**src/rtl/dma_chan_pkg.sv**
```systemverilog
package dma_chan_pkg;

    typedef enum logic [1:0] {
        XM_BLOCK  = 2'd0,
        XM_BURST  = 2'd1,
        XM_DEMAND = 2'd2,
        XM_RSVD   = 2'd3
    } xfer_mode_e;

    typedef enum logic [1:0] {
        ST_IDLE = 2'd0,
        ST_ARB  = 2'd1,
        ST_RD   = 2'd2,
        ST_WR   = 2'd3
    } ch_state_e;

    localparam logic [1:0] SZ_BYTE = 2'd0;
    localparam logic [1:0] SZ_HALF = 2'd1;
    localparam logic [1:0] SZ_WORD = 2'd2;

endpackage

```
**src/rtl/dma_addr_step.sv**
```systemverilog
module dma_addr_step #(
    parameter int ADDR_W = 32
) (
    input  logic              clk,
    input  logic              rst_n,
    input  logic              load_i,
    input  logic [ADDR_W-1:0] base_i,
    input  logic              fixed_i,
    input  logic [1:0]        size_i,
    input  logic              step_i,
    output logic [ADDR_W-1:0] addr_o
);
    typedef struct packed {
        logic [ADDR_W-1:0] addr;
        logic              fixed;
        logic [1:0]        size;
    } as_t;

    as_t q, d;
    logic [ADDR_W-1:0] stride;

    always_comb begin
        stride = {{(ADDR_W-4){1'b0}}, 4'(4'd1 << q.size)};
        d = q;
        if (load_i) begin
            d.addr  = base_i;
            d.fixed = fixed_i;
            d.size  = size_i;
        end else if (step_i && !q.fixed) begin
            d.addr = q.addr + stride;
        end
    end

    always_ff @(posedge clk or negedge rst_n) begin
        if (!rst_n) q <= '0;
        else        q <= d;
    end

    assign addr_o = q.addr;


    fixed_hold_chk: assert property (@(posedge clk) disable iff (!rst_n)
        (q.fixed && !load_i) |=> $stable(addr_o));

endmodule

```
**src/rtl/dma_len_track.sv**
```systemverilog
module dma_len_track #(
    parameter int BLK_W = 4,
    parameter int CNT_W = 16
) (
    input  logic             clk,
    input  logic             rst_n,
    input  logic             load_i,
    input  logic [BLK_W-1:0] blk_m1_i,
    input  logic [CNT_W-1:0] cnt_m1_i,
    input  logic             step_i,
    output logic             blk_last_o,
    output logic             all_last_o
);
    typedef struct packed {
        logic [BLK_W-1:0] blk_rl;
        logic [BLK_W-1:0] blk_left;
        logic [CNT_W-1:0] cnt_left;
    } lt_t;

    lt_t q, d;

    always_comb begin
        d = q;
        if (load_i) begin
            d.blk_rl   = blk_m1_i;
            d.blk_left = blk_m1_i;
            d.cnt_left = cnt_m1_i;
        end else if (step_i) begin
            if (q.blk_left == '0) begin
                d.blk_left = q.blk_rl;
                if (q.cnt_left != '0) d.cnt_left = q.cnt_left - 1'b1;
            end else begin
                d.blk_left = q.blk_left - 1'b1;
            end
        end
    end

    always_ff @(posedge clk or negedge rst_n) begin
        if (!rst_n) q <= '0;
        else        q <= d;
    end

    assign blk_last_o = (q.blk_left == '0);
    assign all_last_o = blk_last_o && (q.cnt_left == '0);


    cnt_hold_chk: assert property (@(posedge clk) disable iff (!rst_n)
        (step_i && !load_i && !blk_last_o) |=> $stable(q.cnt_left));

endmodule

```
**src/rtl/dma_xfer_chan.sv**
```systemverilog
module dma_xfer_chan
    import dma_chan_pkg::*;
#(
    parameter int ADDR_W = 32,
    parameter int DATA_W = 32,
    parameter int BLK_W  = 4,
    parameter int CNT_W  = 16
) (
    input  logic              clk,
    input  logic              rst_n,
    input  logic              sw_start,
    input  logic              irq_clr,
    input  logic [ADDR_W-1:0] cfg_src,
    input  logic [ADDR_W-1:0] cfg_dst,
    input  logic [1:0]        cfg_size,
    input  logic [1:0]        cfg_mode,
    input  logic              cfg_use_req,
    input  logic              cfg_src_fix,
    input  logic              cfg_dst_fix,
    input  logic [BLK_W-1:0]  cfg_blk_m1,
    input  logic [CNT_W-1:0]  cfg_cnt_m1,
    input  logic              dreq,
    output logic              dack,
    output logic              busy,
    output logic              irq,
    output logic              err_flag,
    output logic              m_req,
    output logic              m_we,
    output logic [ADDR_W-1:0] m_addr,
    output logic [1:0]        m_size,
    output logic [DATA_W-1:0] m_wdata,
    input  logic [DATA_W-1:0] m_rdata,
    input  logic              m_ack,
    input  logic              m_err
);
    localparam int N_PTR = 2;
    localparam int P_SRC = 0;
    localparam int P_DST = 1;

    typedef struct packed {
        ch_state_e         state;
        logic              en;
        logic              done;
        logic              err;
        logic              run;
        logic              dack;
        xfer_mode_e        mode;
        logic              use_req;
        logic [1:0]        size;
        logic [DATA_W-1:0] data;
    } ctl_t;

    ctl_t q, d;
    logic load, elem_done, go, fail;
    logic blk_last, all_last;

    logic [ADDR_W-1:0] base_v [N_PTR];
    logic              fix_v  [N_PTR];
    logic [ADDR_W-1:0] addr_v [N_PTR];

    assign base_v[P_SRC] = cfg_src;
    assign base_v[P_DST] = cfg_dst;
    assign fix_v[P_SRC]  = cfg_src_fix;
    assign fix_v[P_DST]  = cfg_dst_fix;

    for (genvar g = 0; g < N_PTR; g++) begin : g_ptr
        dma_addr_step #(.ADDR_W(ADDR_W)) u_ptr (
            .clk     (clk),
            .rst_n   (rst_n),
            .load_i  (load),
            .base_i  (base_v[g]),
            .fixed_i (fix_v[g]),
            .size_i  (cfg_size),
            .step_i  (elem_done),
            .addr_o  (addr_v[g])
        );
    end

    dma_len_track #(.BLK_W(BLK_W), .CNT_W(CNT_W)) u_len (
        .clk        (clk),
        .rst_n      (rst_n),
        .load_i     (load),
        .blk_m1_i   (cfg_blk_m1),
        .cnt_m1_i   (cfg_cnt_m1),
        .step_i     (elem_done),
        .blk_last_o (blk_last),
        .all_last_o (all_last)
    );

    always_comb begin
        d         = q;
        d.dack    = 1'b0;
        load      = 1'b0;
        elem_done = 1'b0;
        go        = 1'b0;
        fail      = 1'b0;
        if (irq_clr) d.done = 1'b0;
        unique case (q.state)
            ST_IDLE: begin
                if (sw_start) begin
                    load      = 1'b1;
                    d.en      = 1'b1;
                    d.done    = 1'b0;
                    d.err     = 1'b0;
                    d.run     = 1'b0;
                    d.mode    = xfer_mode_e'(cfg_mode);
                    d.use_req = cfg_use_req;
                    d.size    = cfg_size;
                    d.state   = ST_ARB;
                end
            end
            ST_ARB: begin
                go = !q.use_req || q.run || dreq;
                if (go) begin
                    d.state = ST_RD;
                    if (q.use_req && q.mode != XM_DEMAND) d.run = 1'b1;
                end
            end
            ST_RD: begin
                if (m_ack) begin
                    if (m_err) begin
                        fail = 1'b1;
                    end else begin
                        unique case (q.size)
                            SZ_BYTE: d.data = DATA_W'(m_rdata[7:0]);
                            SZ_HALF: d.data = DATA_W'(m_rdata[15:0]);
                            default: d.data = m_rdata;
                        endcase
                        d.state = ST_WR;
                    end
                end
            end
            ST_WR: begin
                if (m_ack) begin
                    if (m_err) begin
                        fail = 1'b1;
                    end else begin
                        elem_done = 1'b1;
                        if (all_last) begin
                            d.en    = 1'b0;
                            d.done  = 1'b1;
                            d.run   = 1'b0;
                            d.dack  = q.use_req;
                            d.state = ST_IDLE;
                        end else begin
                            d.state = ST_ARB;
                            if (q.use_req) begin
                                if (q.mode == XM_DEMAND) begin
                                    d.dack = 1'b1;
                                end else if (q.mode == XM_BLOCK && blk_last) begin
                                    d.dack = 1'b1;
                                    d.run  = 1'b0;
                                end
                            end
                        end
                    end
                end
            end
            default: d.state = ST_IDLE;
        endcase
        if (fail) begin
            d.en    = 1'b0;
            d.err   = 1'b1;
            d.run   = 1'b0;
            d.state = ST_IDLE;
        end
    end

    always_ff @(posedge clk or negedge rst_n) begin
        if (!rst_n) begin
            q       <= '0;
            q.state <= ST_IDLE;
            q.mode  <= XM_BLOCK;
        end else begin
            q <= d;
        end
    end

    assign busy     = q.en;
    assign irq      = q.done;
    assign err_flag = q.err;
    assign dack     = q.dack;
    assign m_req    = (q.state == ST_RD) || (q.state == ST_WR);
    assign m_we     = (q.state == ST_WR);
    assign m_addr   = m_we ? addr_v[P_DST] : addr_v[P_SRC];
    assign m_size   = q.size;
    assign m_wdata  = q.data;


    bus_hold_chk: assert property (@(posedge clk) disable iff (!rst_n)
        (m_req && !m_ack) |=> (m_req && $stable(m_we) && $stable(m_addr) && $stable(m_wdata)));


    idle_quiet_chk: assert property (@(posedge clk) disable iff (!rst_n)
        !busy |-> !m_req);


    done_idle_chk: assert property (@(posedge clk) disable iff (!rst_n)
        $rose(irq) |-> !busy);


    err_stop_chk: assert property (@(posedge clk) disable iff (!rst_n)
        (m_req && m_ack && m_err) |=> (!busy && err_flag && !m_req && !irq));


    demand_gate_chk: assert property (@(posedge clk) disable iff (!rst_n)
        ($rose(m_req) && q.use_req && q.mode == XM_DEMAND) |-> $past(dreq));

endmodule

```
**config.mk**
```make
export PLATFORM = sky130hd
export DESIGN_NAME = dma_xfer_chan
export DESIGN_NICKNAME = d
export VERILOG_FILES = /design/src/rtl/dma_chan_pkg.sv /design/src/rtl/dma_addr_step.sv /design/src/rtl/dma_len_track.sv /design/src/rtl/dma_xfer_chan.sv
export SDC_FILE = /design/constraint.sdc
export NUM_CORES = 1
export LEC_CHECK = 0
export BUFFER_PORTS_ARGS = -buffer_cell sky130_fd_sc_hd__buf_4
export CORE_ASPECT_RATIO = 0.5
export CORE_MARGIN = 5
export CORE_UTILIZATION = 54
export DETAILED_ROUTE_END_ITERATION = 6
export GPL_ROUTABILITY_DRIVEN = 0
export HOLD_SLACK_MARGIN = 0.08
export MAX_ROUTING_LAYER = met4
export PLACE_DENSITY = 0.81
export SLEW_MARGIN = 20
export SYNTH_ARGS = -nofsm -noshare
export SYNTH_HDL_FRONTEND = slang
export SYNTH_SLANG_ARGS = --single-unit
```
**constraint.sdc**
```tcl
create_clock -name clk -period 3 [get_ports clk]
set_input_delay 0.6 -clock clk [delete_from_list [all_inputs] [get_ports clk]]
set_output_delay 0.6 -clock clk [all_outputs]
set_load 0.05 [all_outputs]
```
==> metrics.yaml <==
run_status: "completed"
synth.avg_cell_area_um2: 8.70
worstMarginPinSlew_ps: 749
switchingPower_w: 0.00595
synth-edff-count: 0
hold_viol: 0
reg2reg_to: "g_ptr[1].u_ptr.addr_o[17]$_DFFE_PN0P_"
syn_inst: 919
ys_seq_elements: 134
finalSetupViolations: 0
cts.sinks: 134
syn_area_mm2: 0.00800
grt_max_degree: 66
htree_num_levels: 4
multiInputGateArea_mm2: 0.00416
worstSkewPairLatency_ps: 420
combPwrFrac_pct: 52.3
max_clock_freq_mhz: 349
synth_area_leaders: "dfrtp_1 42%, nand2_1 7.4%, mux2_2 5.4%"
ctsLongestPathBuffers: 2
p_per_area_mw_per_mm2: 1210
viasPerCell: 5.89
drv_cap: 0
cp-end-kind: "primary output"
ant_nets: 0
power.total_w: 0.0123
ys_async_sr_fraction_pct: 100
core_area_mm2: 0.0145
nFillCells: 1118
seq_power_share_pct: 28.7
clk_pin_slew_ps: 60
start_kind: "register"
yosysSeqAreaShare_pct: 41.9
die_x_um: 182
antenna_cells: 0
regArea_mm2: 0.00335
initial_core_util_pct: 55.3
p_int_w: 0.00630
min_path_type: "input port to asynchronous set/reset pin"
track_usage_pct: 25.7
layout_common_cells: "218 x buf_4, 156 x nand2_1, 134 x dfrtp_1, 83 x o21ai_0, 72 x nor2_1"
first_pass_iters: 6
wl_per_cell_um: 17.6
max_slew_margin_pct: 50.0
placement_rows: 31
dpl.hpwl_um: 15800
ir_drop_mv: 0.516
drive_gt1_share_pct: 28.4
fin_crit_sh_pct: 95.5
synthDistinctLibCells: 55
switching_share_pct: 48.6
ioPinCount: 202
grt_overflow: 0
ff2ff_path_depth: 9
clock_power_share_pct: 19.0
synth_area_leader_cell: "dfrtp_1"
num_vias: 7543
report.final.slew_viol_count: 0
ys.flop_type: "dfrtp_1"
dr.first_iter.drc_count: 581
numCtsBuffers: 17
final_common_cell: "buf_4"
fin_skew_ps: 6.57
grt_pass1_wl_um: 35400
antenna_found_initial: 0
power.leakage_nw: 4.39
cp_max_fo: 32
cts_tree: "done"
rsz0062_at_grt: "false"
wl_um: 22500
grt_pass1_vias: 7350
drcViolationCount: 0
worstSetupPathType: "register to primary output"
synthToLayoutAreaGrowth_pct: 27.0
worstPathArrival_ps: 2270
period_needed_ps: 2870
fin_nets: 1212
io_buffer_count: 201
critical_path_required_ps: 2400
cts-root-buf: "clkbuf_16"
synth.top_cell.area_share_pct: 41.9
setup_tns_ps: 0
worstReg2RegStart: "m_size[1]$_DFFE_PN0P_"
dieArea_mm2: 0.0175
cts_hold_buf: 0
synthesis.nets: 1062
ys_warn_count: 0
die_y_um: 96.0
ff2ff_setup_slack_ps: 210
## power groups by stage
stage          Clock, W  Sequential (W)  Combinational (W)
2_1_floorplan         0         0.00327            0.00483
3_3_place_gp          0         0.00345            0.00613
3_5_place_dp          0         0.00350            0.00628
4_1_cts         0.00234         0.00349            0.00634
5_1_grt         0.00241         0.00362            0.00687
6_report        0.00233         0.00352            0.00641
## registers in the layout, summed over array words and instances, names as in the netlist, 2 cells and up
register,count
g_ptr.u_ptr.addr_o,64
u_len.q,24
g_ptr.u_ptr.q,2
m_wdata,32
m_size,2
q,6
## critical path, cell delays in order, from the launching register on
cell and delay [ps]:
dfrtp_1 390, ha_2 390, buf_4 430, mux2_2 410, buf_4 190
## through the flow
stage	utilization, %	instances	setup WS (ps)	cell area [µm²]	hold WS (ps)
detailed placement	65.3	1246	56.3	9450	472
finish	70.2	1280	134	10200	171
CTS	69.8	1278	28.6	10100	201
global placement	65.3	1246	249	9450	459
global route	70.2	1280	34.2	10200	227
floorplan	-	919	-179	8000	304
## synth_stat cells, drive strengths merged (20+ instances only)
cell	count
nand2	158
dfrtp	134
o21ai	83
nor2	72
a31oi	48
buf	46
clkbuf	43
mux2	38
xnor2	33
or4	30
o31ai	26
inv	20
nand3	20
## kinds of logic (layout without fill, tap and decap cells)
| kind of cell | after synthesis | count (layout) | share of synthesized area, % |
|---|---|---|---|
| xor+xnor | 34 | 34 | 3.72 |
| compound gates | 208 | 208 | 15.9 |
| fa+ha+maj | 13 | 13 | 2.03 |
| buf+inv | 109 | 272 | 6.95 |
| flops | 134 | 134 | 41.9 |
| simple gates | 378 | 378 | 23.5 |
| mux | 43 | 43 | 5.98 |
## per-layer routing
| layer | vias up | track usage, % | part of all wire [%] |
|---|---|---|---|
| li1 | 3581 | - | - |
| met1 | 3636 | 32.2 | 43 |
| met2 | 287 | 43.1 | 49 |
| met3 | 39 | 4.91 | 5.9 |
| met4 | 0 | 8.11 | 2.2 |
| met5 | - | - | 0 |
## cell type report
class / count / area share (%)
clock inverter: 14 / 2.09
timing repair buffer: 220 / 16.4
clock buffer: 18 / 4.33
multi-input combinational: 676 / 40.9
sequential: 134 / 33.0
inverter: 20 / 0.739
tap: 198 / 2.44
## worst max path at each step
stage	start	to	slack, ps
2_1_floorplan	q[42]$_DFFE_PN0P_	m_addr[14]	-180
6_report	q[42]$_DFFE_PN0P_	m_addr[24]	130
3_5_place_dp	m_size[1]$_DFFE_PN0P_	g_ptr[1].u_ptr.addr_o[17]$_DFFE_PN0P_	60
5_1_grt	q[43]$_DFFE_PN0P_	g_ptr[1].u_ptr.addr_o[15]$_DFFE_PN0P_	30
4_1_cts	m_size[1]$_DFFE_PN0P_	g_ptr[1].u_ptr.addr_o[6]$_DFFE_PN0P_	30
3_3_place_gp	m_size[1]$_DFFE_PN0P_	g_ptr[1].u_ptr.addr_o[26]$_DFFE_PN0P_	250
## repair_timing
action,CTS,global route
setup endpoints to repair,0,18
resized for setup,0,6
setup buffers,0,2
No activity file was read; power rests on OpenSTA's default activity.
